## config.mk

```make
export PLATFORM = sky130hd
export DESIGN_NAME = i2cTargetRouter
export DESIGN_NICKNAME = d
export VERILOG_FILES = /design/src/rtl/i2cRouterPkg.sv /design/src/rtl/i2cRouterDp.sv /design/src/rtl/i2cRouterCtl.sv /design/src/rtl/i2cTargetRouter.sv
export SDC_FILE = /design/constraint.sdc
export NUM_CORES = 1
export LEC_CHECK = 0
export CAP_MARGIN = 30
export CORE_MARGIN = 2
export CORE_UTILIZATION = 45
export CTS_BUF_LIST = sky130_fd_sc_hd__clkbuf_8
export CTS_CLUSTER_DIAMETER = 80
export DETAILED_ROUTE_END_ITERATION = 6
export DONT_BUFFER_PORTS = 1
export GPL_TIMING_DRIVEN = 0
export SLEW_MARGIN = 15
export SYNTH_ARGS = -nofsm -noshare
export SYNTH_HDL_FRONTEND = slang
export SYNTH_SLANG_ARGS = --single-unit
export TNS_END_PERCENT = 30
```

## constraint.sdc

```tcl
create_clock -name clk -period 2.8 [get_ports clk]
set_input_delay 0.14 -clock clk [delete_from_list [all_inputs] [get_ports clk]]
set_output_delay 0.14 -clock clk [all_outputs]
set_load 0.01 [all_outputs]
```

## src/rtl/i2cRouterPkg.sv

```systemverilog
`timescale 1ns/1ps
package i2cRouterPkg;
  localparam int BYTE_W = 8;
  localparam int CNT_W  = 4;
  localparam int IDX_W  = 2;
  localparam int NUM_TGT = 3;

  localparam logic [1:0] TGT_MEM  = 2'b00;
  localparam logic [1:0] TGT_RSV  = 2'b01;
  localparam logic [1:0] TGT_STAT = 2'b10;
  localparam logic [1:0] TGT_POT  = 2'b11;

  typedef enum logic [2:0] {
    ST_IDLE, ST_ADDR, ST_AACK, ST_WDATA, ST_WACK, ST_RDATA, ST_WAIT
  } state_t;

  typedef struct packed {
    logic sclRise;
    logic sclFall;
    logic start;
    logic stop;
    logic sdaBit;
  } busEv_t;

  typedef struct packed {
    logic latchAddr;
    logic clrAddr;
    logic loadTx;
    logic shiftTx;
  } dpCmd_t;

  function automatic logic [NUM_TGT-1:0] tgtOneHot(input logic [1:0] code);
    logic [NUM_TGT-1:0] oh;
    case (code)
      TGT_MEM:  oh = 3'b001;
      TGT_STAT: oh = 3'b010;
      TGT_POT:  oh = 3'b100;
      default:  oh = 3'b000;
    endcase
    return oh;
  endfunction
endpackage

```

## src/rtl/i2cRouterDp.sv

```systemverilog
`timescale 1ns/1ps
module i2cRouterDp
  import i2cRouterPkg::*;
#(
  parameter int SyncStages = 2,
  parameter logic [3:0] DevType = 4'b1010
) (
  input  logic clk,
  input  logic rstN,
  input  logic sclIn,
  input  logic sdaIn,
  input  logic strapA0,
  input  logic [BYTE_W-2:0] rdLow,
  input  dpCmd_t cmd,
  output busEv_t ev,
  output logic sclLevel,
  output logic addrOk,
  output logic txNext,
  output logic [BYTE_W-1:0] rxByte,
  output logic [NUM_TGT-1:0] tgtSel,
  output logic isRead
);
  logic [SyncStages-1:0] sclSh, sdaSh;
  logic sclPrev, sdaPrev;
  logic sclS, sdaS;
  logic [BYTE_W-2:0] txSh;

  generate
    if (SyncStages == 1) begin : gSync1
      always_ff @(posedge clk or negedge rstN)
        if (!rstN) begin sclSh <= '1; sdaSh <= '1; end
        else begin sclSh <= sclIn; sdaSh <= sdaIn; end
    end else begin : gSyncN
      always_ff @(posedge clk or negedge rstN)
        if (!rstN) begin sclSh <= '1; sdaSh <= '1; end
        else begin
          sclSh <= {sclSh[SyncStages-2:0], sclIn};
          sdaSh <= {sdaSh[SyncStages-2:0], sdaIn};
        end
    end
  endgenerate

  assign sclS = sclSh[SyncStages-1];
  assign sdaS = sdaSh[SyncStages-1];

  always_ff @(posedge clk or negedge rstN)
    if (!rstN) begin sclPrev <= 1'b1; sdaPrev <= 1'b1; end
    else begin sclPrev <= sclS; sdaPrev <= sdaS; end

  assign ev.sclRise = sclS & ~sclPrev;
  assign ev.sclFall = ~sclS & sclPrev;
  assign ev.start   = sclS & sclPrev & sdaPrev & ~sdaS;
  assign ev.stop    = sclS & sclPrev & ~sdaPrev & sdaS;
  assign ev.sdaBit  = sdaS;
  assign sclLevel   = sclS;

  // receive shifter: every rising SCL edge shifts one bit in
  always_ff @(posedge clk or negedge rstN)
    if (!rstN) rxByte <= '0;
    else if (ev.sclRise) rxByte <= {rxByte[BYTE_W-2:0], sdaS};

  assign addrOk = (rxByte[7:4] == DevType) && (rxByte[3] == strapA0)
                  && (rxByte[2:1] != TGT_RSV);

  // transmit shifter keeps the bits below the one already on the bus
  always_ff @(posedge clk or negedge rstN)
    if (!rstN) txSh <= '0;
    else if (cmd.loadTx) txSh <= rdLow;
    else if (cmd.shiftTx) txSh <= {txSh[BYTE_W-3:0], 1'b0};

  assign txNext = txSh[BYTE_W-2];

  always_ff @(posedge clk or negedge rstN)
    if (!rstN) begin tgtSel <= '0; isRead <= 1'b0; end
    else if (cmd.clrAddr) begin tgtSel <= '0; isRead <= 1'b0; end
    else if (cmd.latchAddr) begin
      tgtSel <= tgtOneHot(rxByte[2:1]);
      isRead <= rxByte[0];
    end
endmodule

```

## src/rtl/i2cRouterCtl.sv

```systemverilog
`timescale 1ns/1ps
module i2cRouterCtl
  import i2cRouterPkg::*;
#(
  parameter int MaxWr = 2
) (
  input  logic clk,
  input  logic rstN,
  input  busEv_t ev,
  input  logic addrOk,
  input  logic txNext,
  input  logic rdMsb,
  input  logic weLatch,
  input  logic [NUM_TGT-1:0] tgtSel,
  input  logic isRead,
  output dpCmd_t cmd,
  output logic sdaLow,
  output logic [NUM_TGT-1:0] wrStrobe,
  output logic rdStrobe,
  output logic [IDX_W-1:0] dataIdx
);
  localparam logic [CNT_W-1:0] LAST_BIT = CNT_W'(BYTE_W);
  localparam logic [CNT_W-1:0] ACK_BIT  = CNT_W'(BYTE_W + 1);

  state_t state;
  logic [CNT_W-1:0] bitCnt;
  logic mAck;
  logic frameOn, fallLast, fallAck, wrRoom, wrAllowed;

  assign frameOn  = (state != ST_IDLE) && (state != ST_WAIT);
  assign fallLast = ev.sclFall && (bitCnt == LAST_BIT);
  assign fallAck  = ev.sclFall && (bitCnt == ACK_BIT);
  assign wrRoom   = int'(dataIdx) < MaxWr;
  assign wrAllowed = weLatch || tgtSel[1];

  always_comb begin
    cmd.clrAddr   = ev.start || ev.stop;
    cmd.latchAddr = (state == ST_ADDR) && fallLast && addrOk;
    cmd.loadTx    = fallAck && (((state == ST_AACK) && isRead) ||
                                ((state == ST_RDATA) && mAck));
    cmd.shiftTx   = ev.sclFall && (state == ST_RDATA) &&
                    (bitCnt != '0) && (bitCnt < LAST_BIT);
  end

  always_ff @(posedge clk or negedge rstN) begin
    if (!rstN) begin
      state    <= ST_IDLE;
      bitCnt   <= '0;
      dataIdx  <= '0;
      sdaLow   <= 1'b0;
      mAck     <= 1'b0;
      wrStrobe <= '0;
      rdStrobe <= 1'b0;
    end else begin
      wrStrobe <= '0;
      rdStrobe <= cmd.loadTx;
      if (ev.start) begin
        state <= ST_ADDR; bitCnt <= '0; dataIdx <= '0; sdaLow <= 1'b0;
      end else if (ev.stop) begin
        state <= ST_IDLE; bitCnt <= '0; sdaLow <= 1'b0;
      end else if (ev.sclRise && frameOn) begin
        bitCnt <= bitCnt + 1'b1;
        if ((state == ST_RDATA) && (bitCnt == LAST_BIT)) mAck <= ~ev.sdaBit;
      end else if (ev.sclFall) begin
        case (state)
          ST_ADDR:
            if (fallLast) begin
              if (addrOk) begin state <= ST_AACK; sdaLow <= 1'b1; end
              else state <= ST_WAIT;
            end
          ST_AACK:
            if (fallAck) begin
              bitCnt <= '0;
              if (isRead) begin state <= ST_RDATA; sdaLow <= ~rdMsb; end
              else begin state <= ST_WDATA; sdaLow <= 1'b0; end
            end
          ST_WDATA:
            if (fallLast) begin
              if (wrRoom) begin
                state <= ST_WACK;
                sdaLow <= 1'b1;
                wrStrobe <= wrAllowed ? tgtSel : '0;
              end else state <= ST_WAIT;
            end
          ST_WACK:
            if (fallAck) begin
              state <= ST_WDATA; sdaLow <= 1'b0; bitCnt <= '0;
              if (dataIdx != '1) dataIdx <= dataIdx + 1'b1;
            end
          ST_RDATA:
            if (cmd.shiftTx) sdaLow <= ~txNext;
            else if (fallLast) sdaLow <= 1'b0;
            else if (fallAck) begin
              bitCnt <= '0;
              if (mAck) begin
                sdaLow <= ~rdMsb;
                if (dataIdx != '1) dataIdx <= dataIdx + 1'b1;
              end else begin
                state <= ST_WAIT; sdaLow <= 1'b0;
              end
            end
          default: ;
        endcase
      end
    end
  end
endmodule

```

## src/rtl/i2cTargetRouter.sv

```systemverilog
`timescale 1ns/1ps
module i2cTargetRouter
  import i2cRouterPkg::*;
#(
  parameter int SyncStages = 2,
  parameter logic [3:0] DevType = 4'b1010,
  parameter int MaxWr = 2
) (
  input  logic clk,
  input  logic rstN,
  input  logic sclIn,
  input  logic sdaIn,
  input  logic strapA0,
  input  logic weLatch,
  input  logic [7:0] rdData,
  output logic sdaDriveLow,
  output logic [2:0] tgtSel,
  output logic isRead,
  output logic [2:0] wrStrobe,
  output logic [7:0] wrData,
  output logic [1:0] dataIdx,
  output logic rdStrobe
);
  busEv_t ev;
  dpCmd_t cmd;
  logic sclLevel, addrOk, txNext;
  logic stopPulse, startPulse;
  logic [BYTE_W-1:0] rxByte;

  i2cRouterDp #(.SyncStages(SyncStages), .DevType(DevType)) uDp (
    .clk(clk), .rstN(rstN), .sclIn(sclIn), .sdaIn(sdaIn), .strapA0(strapA0),
    .rdLow(rdData[BYTE_W-2:0]), .cmd(cmd), .ev(ev), .sclLevel(sclLevel),
    .addrOk(addrOk), .txNext(txNext), .rxByte(rxByte),
    .tgtSel(tgtSel), .isRead(isRead)
  );

  i2cRouterCtl #(.MaxWr(MaxWr)) uCtl (
    .clk(clk), .rstN(rstN), .ev(ev), .addrOk(addrOk), .txNext(txNext),
    .rdMsb(rdData[BYTE_W-1]), .weLatch(weLatch), .tgtSel(tgtSel),
    .isRead(isRead), .cmd(cmd), .sdaLow(sdaDriveLow), .wrStrobe(wrStrobe),
    .rdStrobe(rdStrobe), .dataIdx(dataIdx)
  );

  assign wrData     = rxByte;
  assign stopPulse  = ev.stop;
  assign startPulse = ev.start;
endmodule

```

==> Word-level counts from Yosys, hierarchy flattened <==
Cells that the tools add are included.
{ "totals": {"reg_bits": 40, "latch_bits": 0, "mem_bits_rw": 0, "romBits": 0, "in_bits": 14, "out_inout_bits": 19, "wordCells": 170, "n_memories": 0} }
{ "op_classes": {"addsub": 2, "n_mul": 0, "div": 0, "magnitude_cmp": 2, "eq_ne": 35, "n_shift": 0, "mux": 66, "bitwise": 15, "reduce_logical": 35} }
{ "op_table": {"columns": ["op", "count"], "rows": [
  ["$mux 3", 24],
  ["$mux 4", 7],
  ["$ne 4x3->1 const B", 7],
  ["$mux 2", 11],
  ["$mux 1", 17],
  ["$logic_and 1x1->1", 15],
  ["$pmux 3 s5", 1],
  ["$mux 7", 2],
  ["$eq 4x4->1 const B", 3],
  ["$ne 3x3->1 const B", 4],
  ["$ne 4x4->1 const B", 3],
  ["$reduce_and 11->1", 1],
  ["$ne 5x5->1 const B", 2],
  ["$reduce_and 10->1", 1],
  ["$ne 3x2->1 const B", 3],
  ["$pmux 3 s3", 1],
  ["$reduce_and 9->1", 1],
  ["$reduce_bool 3->1", 3],
  ["$not 1->1", 8],
  ["$pmux 4 s2", 1],
  ["$reduce_and 4->1", 2],
  ["$reduce_bool 4->1", 2],
  ["$and 1x1->1", 7],
  ["$reduce_bool 7->1", 1],
  ["other kinds (19)", 28]
]} }

==> Logic depth before layout (Yosys ltp) <==
{ "logic_depth": {"word_depth": 11, "depth_mapped": 8, "depth_no_buf": 7} }

==> By module <==
From an unflattened synthesis, not the netlist that was laid out.
{ "unflattened": {"cells_unflattened": 204, "hier_area_um2": 2114.5} }
{ "modules_own_cells": {"columns": ["module", "instances", "cells_each", "area_per_inst_um2", "seq_area_each_um2"], "rows": [
  ["i2cRouterCtl", 1, 126, 1104.8, 375.4],
  ["i2cRouterDp", 1, 78, 1009.7, 633.1]
]} }

==> Worst setup path before layout <==
No wires, ideal clock.
{ "synth_timing": {"path_type": "register to register", "from": "reg uDp.sclPrev", "to": "reg uDp.tgtSel[1]", "setup_time_ns": 0.073, "t_arrival_ns": 1.980, "required_time_ns": 2.727, "slack_ns": 0.747, "path_stages_with_launch": 7, "n_path_buf": 1, "period_less_slack_ns": 2.053, "path_cell_list": "dfstp_2 -> and4bb_2 -> nand3_2 -> or4_1 -> buf_2 -> or3b_1 -> a21oi_2"} }
{ "synth_between": {"elab_chain_len": 5, "word_cells_on_any_way": 12, "cone_classes": "1 x mux; 6 x bitwise; 5 x reduce/logical"} }
{ "synth_rtl": {"columns": ["element", "line_no", "text"], "rows": [
  ["start: declaration", "i2cRouterDp.sv:24", "logic sclPrev, sdaPrev;"],
  ["start signal: assignment", "i2cRouterDp.sv:48", "else begin sclPrev <= sclS; sdaPrev <= sdaS; end"],
  ["$and 1x1->1, on equally long branches", "i2cRouterDp.sv:52, i2cRouterDp.sv:53, i2cRouterDp.sv:51", null],
  ["$and 1x1->1 (tied with other cells) (2 in series)", "i2cRouterDp.sv:52", "assign ev.start = sclS & sclPrev & sdaPrev & ~sdaS;"],
  ["$logic_or 1x1->1 or $logic_and 1x1->1 (tied branches)", "i2cRouterCtl.sv:37, i2cRouterCtl.sv:38", null],
  ["$mux 3 or $reduce_bool 2->1 (tied branches)", null, null],
  ["end signal: assignment", "i2cRouterDp.sv:77", "tgtSel <= tgtOneHot(rxByte[2:1]);"],
  ["end: declaration", "i2cRouterDp.sv:20", "output logic [NUM_TGT-1:0] tgtSel,"]
]} }
Parallel ways exist; a longest one is shown, timed or not.
A chain may end at the register's enable or synchronous reset.

==> Worst setup path in the final report <==
{ "layout_timing": {"from": "reg uCtl.state[1]", "to": "reg uCtl.state[0]"} }
{ "layout_between": {"elab_chain_len": 6, "word_cells_on_any_way": 28, "cone_classes": "15 x eq/ne; 5 x mux; 8 x reduce/logical"} }
{ "layout_rtl": {"columns": ["element", "line_no", "text"], "rows": [
  ["start: declaration", "i2cRouterCtl.sv:25", "state_t state;"],
  ["start signal: assignment", "i2cRouterCtl.sv:47", "state <= ST_IDLE;"],
  ["start signal: assignment", "i2cRouterCtl.sv:58", "state <= ST_ADDR; bitCnt <= '0; dataIdx <= '0; sdaLow <= 1'b0;"],
  ["start signal: assignment", "i2cRouterCtl.sv:60", "state <= ST_IDLE; bitCnt <= '0; sdaLow <= 1'b0;"],
  ["$eq 3x3->1 (tied with other cells)", "i2cRouterCtl.sv:41, i2cRouterCtl.sv:65", null],
  ["$pmux 3 s5 or $logic_and 1x1->1 (tied branches)", "i2cRouterCtl.sv:65, i2cRouterCtl.sv:41", null],
  ["$mux 3 or $logic_and 1x1->1 (tied branches)", "i2cRouterCtl.sv:64, i2cRouterCtl.sv:41", null],
  ["$mux 3 or $logic_and 1x1->1 (tied branches)", "i2cRouterCtl.sv:61, i2cRouterCtl.sv:42", null],
  ["$mux 3 or $ne 4x4->1 (tied branches)", null, null],
  ["$mux 3 or $reduce_and 11->1 (tied branches)", null, null]
]} }
Parallel ways exist; a longest one is shown, timed or not. The select of a mux whose other input is x is not followed.

==> flow_summary.ini <==
[status]
status = completed

[logic_synthesis]
synth-async-reset-ratio = 1.00
synthCells = 217
yosys.area.top_type = dfrtp_1
ys_ff_latch = 40
syn_nets = 236
synth-seq-area-share = 0.472
synth_cell_types = 50
synth.area.top_cells = dfrtp_1 40%, dfstp_2 7.4%, nand2_1 5.6%, mux2_2 4.2%, o21ai_0 3.7%
synth_ff_type = dfrtp_1
synth_most_common_cell = dfrtp_1
syn_area_sq_mm = 0.00214
synth_top_cells_by_count = 34 x dfrtp_1, 32 x nand2_1, 16 x o21ai_0
synth_top_area_share = 0.398
syn_avg_cell_area_sq_um = 9.85
ys.warnings.count = 0
synth-edff-count = 0

[clocking]
cts_tree = done
cts_buffer_depth = 2
htreeDepth = 2
root_buffer = clkbuf_8
ctsResizeCount = 0
cts_buffers = 5
cts_sinks = 40
insertion_delay_ps = 290
cts_hold_buf = 11
post_cts_buffers = 0
path_clk_slew_ps = 80

[detailed_routing]
drc = 0
post_drt_wl_per_cell_um = 15.8
totalWireLength_um = 4590
drt_pass1_iterations = 4
viasPerCell = 5.64
ant_nets = 0
drt_iter0_markers = 129
vias = 1635

[floorplanning]
rows = 25
fp.dieW_um = 72.9
die_y_um = 72.9
die_area_sq_mm = 0.00532
coreArea_sq_mm = 0.00466
initial_core_util = 0.459
ioPinCount = 33

[global_route]
track_usage = 0.188
grt_pass1_wl_um = 7710
grt_max_degree = 41
overflow = 0
antenna_found_initial = 0
grt_pass1_vias = 1595

[place]
dp.cells = 271
gp_congestion = 0.889
io_buffer_count = 0
dp_hpwl_um = 3170

[sta]
maxSlewViolCount = 0
fmax_mhz = 414
whs_ps = 91.0
setup-tns-final_ps = 0
grt_setup_unrepaired = false
slew_headroom = 0.421
tightestPinTransition_ps = 861
hold_viol = 0
period_needed_ps = 2420
finalCritPeriodShare = 0.863
fin_skew_ps = 7.73
setup_violations = 0

[critical_path]
start_kind = flop
critical_path.max_fanout = 10
cp.arrival_ps = 2580
reg2reg_slack_ps = 380
worstSetupPathType = reg2reg
endpoint_kind = flop
cp.required_ps = 2960

[finish]
area_growth_pct = 13.8
layout-drive-gt1-share = 0.136
layout.nets = 254
num_antenna_cells = 0
instances_no_fill = 290

[pwr]
p_sw_frac = 0.389
switching_power_uw = 830
p_comb_frac = 0.350
power_frac_clock = 0.220
power_leakage_uw = 0.00104
ir_drop_v = 0.000513
power_density_mw_per_mm2 = 877
pwr-share-seq = 0.430
internal_power_uw = 1300

[run]
drv_cap = 0

[hold_path]
hold_path_class = in2reg
[state kept, by name (all words and copies together) (netlist names)]
signal,flops
uCtl.wrStrobe,3
uCtl.rdStrobe,1
uCtl.state,3
uCtl.sdaLow,1
uCtl.mAck,1
uDp.sdaSh,2
uCtl.bitCnt,4
uDp.sdaPrev,1
uDp.isRead,1
uDp.sclPrev,1
uDp.rxByte,8
uCtl.dataIdx,2
uDp.sclSh,2
uDp.txSh,7
uDp.tgtSel,3
[cells by family (layout without fill, tap and decap cells)]
family | after synthesis | in the layout | synth area share
flops | 40 | 40 | 0.472
xor+xnor | 5 | 5 | 0.0205
fa+ha+maj | 5 | 5 | 0.0293
simple gates | 84 | 84 | 0.217
mux | 14 | 14 | 0.0703
compound gates | 52 | 52 | 0.159
buf+inv | 17 | 36 | 0.0328
[path summary, 6_finish.rpt]
kind	cells past startpoint	start	endpoint
max	8	uCtl.state[1]	uCtl.state[0]
min	2	weLatch	uCtl.wrStrobe[2]
max reg2reg	8	uCtl.state[1]	uCtl.state[0]
min reg2reg	0	uDp.sdaSh[0]	uDp.sdaSh[1]
max in group asynchronous	2	rstN	uDp.sdaPrev
min in group asynchronous	2	rstN	uCtl.bitCnt[1]
[layout make-up]
cell class                 count  area, sq um
fill                         419         2230
multi-input combinational    160         1060
sequential                    40         1010
timing repair buffer          11          120
clock buffer                   5         68.8
tap                           54         67.6
clock inverter                 3         38.8
inverter                      10         37.5
buffer                         7         32.5
[critical path: stages (launching register included)]
cell	delay (ps)
dfrtp_1	420
clkbuf_1	320
inv_1	90
ha_1	390
inv_1	120
a221oi_1	440
o21ai_0	180
o21ai_0	200
a311oi_1	120
[metrics by stage]
step                total power [uW]  setup slack, ps  utilization  cell area, sq um
global placement                1640              503        0.473              2200
detailed placement              1640              437        0.473              2200
CTS                             2140              418        0.522              2430
floorplan                       1450              747            -              2140
global route                    2300              174        0.522              2430
finish                          2130              383        0.522              2430
[power groups by stage]
stage / Combinational, uW / Sequential [uW] / Clock, uW
after floorplan: 576 / 878 / 0
after global placement: 714 / 927 / 0
after detailed placement: 709 / 929 / 0
after CTS: 743 / 918 / 478
after global routing: 845 / 948 / 503
final: 747 / 917 / 469
[metal layers]
layer  part of all wire  vias up  track usage
met5                  0        -            0
met4              0.016        0       0.0679
met3              0.056        6       0.0456
met2               0.46       47        0.284
met1               0.47      777        0.264
li1                   -      805            -
[layout by cell type (no fill, tap or decap), types with 2 or more instances in the layout]
cell / netlist / routed
clkbuf_1: 3 / 3
nand3b_1: 4 / 4
o21a_1: 2 / 2
and2_1: 4 / 4
or2_2: 3 / 3
nand3_1: 3 / 3
ha_1: 5 / 5
clkbuf_8: 0 / 5
buf_2: 2 / 2
o21ai_0: 16 / 16
a211oi_1: 3 / 3
nand2_1: 32 / 32
nor2_1: 8 / 8
xnor2_1: 5 / 5
mux2i_1: 6 / 6
o211a_1: 2 / 2
a21oi_1: 10 / 10
inv_1: 10 / 11
nor4bb_1: 2 / 2
dfstp_2: 6 / 6
dfrtp_1: 34 / 34
mux2_2: 8 / 8
nand2b_1: 5 / 5
and2b_1: 3 / 3
o211ai_1: 2 / 2
nor3_1: 3 / 3
a22oi_1: 4 / 4
dlygate4sd3_1: 0 / 10
nor2b_1: 6 / 6
o22ai_1: 3 / 3
nor3b_1: 2 / 2
Note: power is estimated with default switching activity, not from simulation.
